==> src/rtl/atm_pkg.sv <==
package atm_pkg;

  typedef enum logic [2:0] {
    ST_IDLE   = 3'd0,
    ST_ASK    = 3'd1,
    ST_START  = 3'd2,
    ST_HOLD   = 3'd3,
    ST_NEGATE = 3'd4,
    ST_FINISH = 3'd5
  } atm_state_e;

  function automatic logic in_tenure(input atm_state_e s);
    return (s == ST_START) || (s == ST_HOLD);
  endfunction

endpackage

==> src/rtl/atm_attr_hold.sv <==
module atm_attr_hold #(
  parameter int ADDR_W = 32,
  parameter int TT_W   = 5,
  parameter int SZ_W   = 4
) (
  input  logic              clk,
  input  logic              rst_n,
  input  logic              load_i,
  input  logic [ADDR_W-1:0] addr_i,
  input  logic [TT_W-1:0]   ttype_i,
  input  logic [SZ_W-1:0]   tsize_i,
  input  logic              burst_i,
  output logic [ADDR_W-1:0] addr_o,
  output logic [TT_W-1:0]   ttype_o,
  output logic [SZ_W-1:0]   tsize_o,
  output logic              burst_o
);

  localparam int HOLD_W = ADDR_W + TT_W + SZ_W + 1;

  logic [HOLD_W-1:0] hold_q;
  logic [HOLD_W-1:0] hold_d;

  always_comb begin
    hold_d = hold_q;
    if (load_i) begin
      hold_d = {addr_i, ttype_i, tsize_i, burst_i};
    end
  end

  always_ff @(posedge clk or negedge rst_n) begin
    if (!rst_n) begin
      hold_q <= '0;
    end else begin
      hold_q <= hold_d;
    end
  end

  assign {addr_o, ttype_o, tsize_o, burst_o} = hold_q;

endmodule

==> src/rtl/atm_ctrl.sv <==
module atm_ctrl
  import atm_pkg::*;
(
  input  logic       clk,
  input  logic       rst_n,
  input  logic       req_valid_i,
  input  logic       grant_n_i,
  input  logic       busy_n_i,
  input  logic       ack_n_i,
  input  logic       retry_n_i,
  output logic       load_o,
  output atm_state_e state_o
);

  atm_state_e state_q;
  atm_state_e state_d;
  logic       grant_ok;
  logic       ack_seen;
  logic       retry_seen;

  assign grant_ok   = !grant_n_i && busy_n_i;
  assign ack_seen   = !ack_n_i;
  assign retry_seen = !retry_n_i;
  assign load_o     = (state_q == ST_IDLE) && req_valid_i;

  always_comb begin
    state_d = state_q;
    unique case (state_q)
      ST_IDLE: begin
        if (req_valid_i) state_d = ST_ASK;
      end
      ST_ASK: begin
        if (grant_ok) state_d = ST_START;
      end
      ST_START, ST_HOLD: begin
        if (ack_seen) state_d = ST_NEGATE;
        else          state_d = ST_HOLD;
      end
      ST_NEGATE: begin
        if (retry_seen) state_d = ST_ASK;
        else            state_d = ST_FINISH;
      end
      ST_FINISH: begin
        state_d = ST_IDLE;
      end
      default: state_d = ST_IDLE;
    endcase
  end

  always_ff @(posedge clk or negedge rst_n) begin
    if (!rst_n) begin
      state_q <= ST_IDLE;
    end else begin
      state_q <= state_d;
    end
  end

  assign state_o = state_q;

endmodule

==> src/rtl/atm_pin_drv.sv <==
module atm_pin_drv
  import atm_pkg::*;
(
  input  atm_state_e state_i,
  input  logic       burst_i,
  output logic       req_ready_o,
  output logic       done_o,
  output logic       bus_req_n_o,
  output logic       start_n_o,
  output logic       start_oe_o,
  output logic       busy_n_o,
  output logic       busy_oe_o,
  output logic       burst_n_o,
  output logic       attr_oe_o
);

  always_comb begin
    req_ready_o = (state_i == ST_IDLE);
    done_o      = (state_i == ST_FINISH);
    bus_req_n_o = !(state_i == ST_ASK);
    start_n_o   = !(state_i == ST_START);
    start_oe_o  = (state_i == ST_START);
    attr_oe_o   = in_tenure(state_i);
    busy_oe_o   = in_tenure(state_i) || (state_i == ST_NEGATE);
    busy_n_o    = !in_tenure(state_i);
    burst_n_o   = !(burst_i && in_tenure(state_i)) || !attr_oe_o;
  end

endmodule

==> src/rtl/addr_tenure_master.sv <==
module addr_tenure_master
  import atm_pkg::*;
#(
  parameter int ADDR_W = 32,
  parameter int TT_W   = 5,
  parameter int SZ_W   = 4
) (
  input  logic              clk,
  input  logic              rst_n,
  input  logic              req_valid_i,
  input  logic [ADDR_W-1:0] req_addr_i,
  input  logic [TT_W-1:0]   req_ttype_i,
  input  logic [SZ_W-1:0]   req_tsize_i,
  input  logic              req_burst_i,
  output logic              req_ready_o,
  output logic              done_o,
  output logic              bus_req_n_o,
  input  logic              grant_n_i,
  input  logic              busy_n_i,
  input  logic              ack_n_i,
  input  logic              retry_n_i,
  output logic              start_n_o,
  output logic              start_oe_o,
  output logic              busy_n_o,
  output logic              busy_oe_o,
  output logic [ADDR_W-1:0] addr_o,
  output logic [TT_W-1:0]   ttype_o,
  output logic [SZ_W-1:0]   tsize_o,
  output logic              burst_n_o,
  output logic              attr_oe_o
);

  atm_state_e state;
  logic       load;
  logic       burst_q;

  atm_ctrl i_ctrl (
    .clk         (clk),
    .rst_n       (rst_n),
    .req_valid_i (req_valid_i),
    .grant_n_i   (grant_n_i),
    .busy_n_i    (busy_n_i),
    .ack_n_i     (ack_n_i),
    .retry_n_i   (retry_n_i),
    .load_o      (load),
    .state_o     (state)
  );

  atm_attr_hold #(
    .ADDR_W (ADDR_W),
    .TT_W   (TT_W),
    .SZ_W   (SZ_W)
  ) i_hold (
    .clk     (clk),
    .rst_n   (rst_n),
    .load_i  (load),
    .addr_i  (req_addr_i),
    .ttype_i (req_ttype_i),
    .tsize_i (req_tsize_i),
    .burst_i (req_burst_i),
    .addr_o  (addr_o),
    .ttype_o (ttype_o),
    .tsize_o (tsize_o),
    .burst_o (burst_q)
  );

  atm_pin_drv i_pins (
    .state_i     (state),
    .burst_i     (burst_q),
    .req_ready_o (req_ready_o),
    .done_o      (done_o),
    .bus_req_n_o (bus_req_n_o),
    .start_n_o   (start_n_o),
    .start_oe_o  (start_oe_o),
    .busy_n_o    (busy_n_o),
    .busy_oe_o   (busy_oe_o),
    .burst_n_o   (burst_n_o),
    .attr_oe_o   (attr_oe_o)
  );

endmodule

==> config.mk <==
export PLATFORM = sky130hd
export DESIGN_NAME = addr_tenure_master
export DESIGN_NICKNAME = d
export VERILOG_FILES = /design/src/rtl/atm_pkg.sv /design/src/rtl/atm_attr_hold.sv /design/src/rtl/atm_ctrl.sv /design/src/rtl/atm_pin_drv.sv /design/src/rtl/addr_tenure_master.sv
export SDC_FILE = /design/constraint.sdc
export NUM_CORES = 1
export LEC_CHECK = 0
export ABC_AREA = 1
export CAP_MARGIN = 20
export CORE_MARGIN = 4
export CORE_UTILIZATION = 31
export CTS_CLUSTER_DIAMETER = 80
export DETAILED_ROUTE_END_ITERATION = 6
export HOLD_SLACK_MARGIN = 0.05
export PLACE_DENSITY = 0.63
export RECOVER_POWER = 50
export SLEW_MARGIN = 10
export SYNTH_ARGS = -nofsm -noshare
export SYNTH_HDL_FRONTEND = slang
export SYNTH_SLANG_ARGS = --single-unit
==> constraint.sdc <==
create_clock -name clk -period 1.9 [get_ports clk]
set_input_delay 0.38 -clock clk [delete_from_list [all_inputs] [get_ports clk]]
set_output_delay 0.38 -clock clk [all_outputs]
set_load 0.03 [all_outputs]
# [Word-level counts from Yosys, hierarchy flattened]
# Index checks and enable logic that the tools add are counted.
[totals] input_bits=49 word_cells=28 register_bits=45 out_inout_bits=50
[classes] reduce_logical=14 n_mux=5 eq_ne=7
[ops] operator="2-to-1 mux 3 bit" n=4
[ops] operator="case mux 3 bit (4 select lines)" n=1
[ops] operator="equality test 3 x 2 -> 1 bit, second input constant" n=2
[ops] operator="equality test 3 bit, second input constant" n=2
[ops] operator="logical NOT 1 bit" n=5
[ops] operator="equality test 3 x 1 -> 1 bit, second input constant" n=1
[ops] operator="logical AND 1 bit" n=3
[ops] operator="logical NOT 3 bit" n=1
[ops] operator="logical OR 1 bit" n=3
[ops] operator="inequality test 2 x 1 -> 1 bit, second input constant" n=1
[ops] operator="inequality test 2 bit, second input constant" n=1
[ops] operator="AND reduction 2 bit" n=1
[ops] operator="OR reduction 2 bit" n=1

# [Depth between registers and ports, before layout]
[depth] word_depth=5 depth_mapped=7 mapped_depth_nobuf=6

# [By module]
# A second synthesis with hierarchy kept.
[hier_totals] cells_unflattened=219 area_unflattened_um2=1890.6
[modules_own_cells] mod="atm_attr_hold" n_inst=1 cells_per_inst=178 area_each_um2=1654.1 seq_area_each_um2=1051.0
[modules_own_cells] mod="atm_ctrl" n_inst=1 cells_per_inst=26 area_each_um2=172.7 seq_area_each_um2=75.1
[modules_own_cells] mod="atm_pin_drv" n_inst=1 cells_per_inst=15 area_each_um2=63.8 seq_area_each_um2=0.0

# [Least setup slack after synthesis]
# OpenSTA, ideal clock, no wires.
[synth_path] path_kind="reg-to-output" start="register i_ctrl.state_q[2], in the netlist i_ctrl.state_o[2]" end="output start_n_o" t_arrival_ns=1.598 t_required_ns=1.520 slack_ns=-0.078 stages_incl_launch_ff=5 path_buffers=0 path_cell_list="dfrtp_1 -> bufinv_8 -> nand2_1 -> nor2_1 -> inv_1"
[synth_via] elab_chain_len=2
[synth_lines] item="start, declared" line="atm_ctrl.sv:15" source="atm_state_e state_q;"
[synth_lines] item="start signal, assigned" line="atm_ctrl.sv:54" source="state_q <= state_d;"
[synth_lines] item="equality test 3 x 2 -> 1 bit"
[synth_lines] item="via start_oe_o" line="addr_tenure_master.sv:23" source="output logic start_oe_o,"
[synth_lines] item="logical NOT 1 bit" line="atm_pin_drv.sv:21" source="start_n_o = !(state_i == ST_START);"
[synth_lines] item="end, declared" line="addr_tenure_master.sv:22" source="output logic start_n_o,"
# The timed path passes the listed nets, and every way through them passes these cells.

# [Worst setup path in the final report]
[layout_path] start="register i_ctrl.state_q[2], in the netlist i_ctrl.state_o[2]" end="output busy_n_o"
[layout_via] elab_chain_len=3 word_cells_on_any_way=4 classes_between="2 x eq/ne; 2 x reduce/logical"
[layout_lines] item="equality test 3 x 2 -> 1 bit" line="atm_pkg.sv:13" source="return (s == ST_START) || (s == ST_HOLD);"
[layout_lines] item="logical OR 1 bit (*)" line="atm_pkg.sv:13"
[layout_lines] item="logical NOT 1 bit (*)" line="atm_pin_drv.sv:25" source="busy_n_o = !in_tenure(state_i);"
[layout_lines] item="end, declared" line="addr_tenure_master.sv:24" source="output logic busy_n_o,"
# Mark *: on every way between the ends. The rest lies on a longest branch, timed or not.

==> results.cfg <==
[critical_path]
crit_family = buffers and inverters
worstPathMaxFanout = 8
crit_slowest_cell = dlygate4sd2_1
ff2ff_setup_slack_ps = 220
required_ps = 1520
critPathBufInv = 2
cp-start-kind = flop
critical_path_class = reg2out
crit_chain = bufinv_8 -> nand2_1 -> dlygate4sd2_1
worst_path_largest_cell_delay_ps = 430
critPathCaptureType = primary output
cp.arrival_ps = 1390

[floorplanning]
die-area_um2 = 7358
rows = 28
start_util = 0.3187
core_um2 = 5886
io_pins = 99
die-height_um = 85.78
dieWidth_um = 85.78

[synth]
ys_seq_area_frac = 0.6004
synth-seq-cells = 45
syn_nets = 261
synth_cell_types = 13
syn-instance-count = 212
synth_area_per_cell_um2 = 8.847
yosysWarnings = 0
synth_area_um2 = 1876

[sta]
slew-limit-headroom = 0.1783
layout_setup_ws_ps = 129.0
tightestPinTransition_ps = 1233
finalCritPeriodShare = 0.9321
rsz0062_at_grt = no
fmax_ghz = 0.5647
maxSlewViolCount = 0
setup_viol = 0
finalHoldViolations = 0
skew_ps = 3.976
whs_ps = 334.9
period_needed_ps = 1771

[detailed_routing]
first_iter_violations = 53
route.detailed.drc = 0
route.detailed.wl_per_inst_um = 11.86
firstDrtPassIters = 4
ant_nets = 0
via_per_inst = 4.171
wirelength_um = 4590
vias = 1614

[power]
power_uw = 5150
leakagePower_uw = 0.001477
sw_frac_of_total = 0.4540
pwr-share-seq = 0.320
pwr-share-comb = 0.567
switching_power_uw = 2338
ir_drop_v = 0.0007484
clock_power_share = 0.113
power.internal_uw = 2812
p_per_area_nw_per_um2 = 1763

[layout]
insertedDiodeCount = 0
final_core_util = 0.4964
area_delta_synth_final_pct = 55.77
final_cell_count_no_fill = 387
drive_above_1_share = 0.06731
nNetsFinal = 361

[place]
dpl.cell_count = 380
preCtsSetupSlack_ps = 21.58
gp_congestion = 0.7086
place.port_buffers = 98
hpwl_um = 3390

[global_route]
antenna_found_initial = 0
grt_usage = 0.1324
grt_overflow_total = 0
grt_max_degree = 43
grt_pass1_wl_um = 7776
grt_pass1_vias = 1677

[clocking]
path_clk_slew_ps = 70
clk_latency_ps = 290
cts_tree = yes
clock_sinks = 45
cts.path.max_buffers = 2
cts_max_level = 2
numCtsBuffers = 5
ctsHoldBuffers = 0
cts_root_buf = clkbuf_8

[status]
status = completed

[worst_hold_path]
hp-class = in2async

[run]
drv_cap = 0
[what timing repair did]
action / in CTS / in global routing
gates cloned: 0 / 0
setup buffers: 0 / 0
gates resized for setup: 11 / 11
setup endpoints to repair: 9 / 6
[worst paths after layout]
kind | to | depth (start not counted) | startpoint
max reg2reg | i_hold.hold_q[26] | 6 | i_ctrl.state_o[1]
min | i_ctrl.state_o[2] | 1 | rst_n
min reg2reg | i_hold.hold_q[28] | 2 | i_hold.hold_q[28]
max | busy_n_o | 3 | i_ctrl.state_o[2]
min in group clk | i_hold.hold_q[28] | 2 | i_hold.hold_q[28]
max in group asynchronous | i_hold.hold_q[18] | 2 | rst_n
[layer usage]
| layer | vias up | GRT usage | part of all wire |
|---|---|---|---|
| met5 | - | 0 | 0 |
| met3 | 5 | 0.04803 | 0.074 |
| li1 | 829 | - | - |
| met4 | 0 | 0.03022 | 0.0098 |
| met2 | 54 | 0.2295 | 0.50 |
| met1 | 726 | 0.1569 | 0.42 |
[sequential cells by signal, summed over array words and instances (netlist names)]
name            count
i_hold.hold_q      42
i_ctrl.state_o      3
[area by class of cell]
class,count,area [um2]
Fill cell,595,2964
Sequential cell,45,1126
Timing Repair Buffer,101,958.4
Multi-Input combinational cell,150,609.3
Tap cell,75,93.84
Clock buffer,7,86.33
Inverter,9,47.55
[metrics by stage]
step / TNS (ps) / area [um2]
after global routing: 0 / 2922
after global placement: 0 / 2893
after detailed placement: 0 / 2893
final: 0 / 2922
after CTS: -1.244 / 2970
after floorplan: 0 / 1878
[synth_stat cells (all sizes together)]
cell type  number  area share
inv             8       0.016
nand3           5       0.013
o21ai           2      0.0053
nand2         137        0.28
nor2            5       0.023
bufinv          1      0.0093
dfrtp          45        0.60
buf             8       0.048
nor3            1      0.0027
[cells in the final DEF, fill, tap and decap left out, drive strengths merged]
cell / instances
nor3: 1
dlygate4sd2: 3
nand3: 5
dfrtp: 45
nand2: 137
dlygate4sd3: 1
inv: 8
o21ai: 2
clkbuf: 16
bufinv: 1
buf: 1
nor2: 5
clkdlybuf4s50: 87
[power by group through the flow]
stage	registers (uW)	logic, uW	clock network [uW]
6_report	1650	2920	581
5_1_grt	1720	3170	652
4_1_cts	1650	3010	611
3_5_place_dp	1660	3060	0
3_3_place_gp	1660	3030	0
2_1_floorplan	2470	1040	0
[kinds of logic after synthesis]
group	after synthesis	synth area share
compound gates	2	0.005337
buf+inv	17	0.07339
simple gates	148	0.3209
flops	45	0.6004
Power figures use the tool's default switching activity.
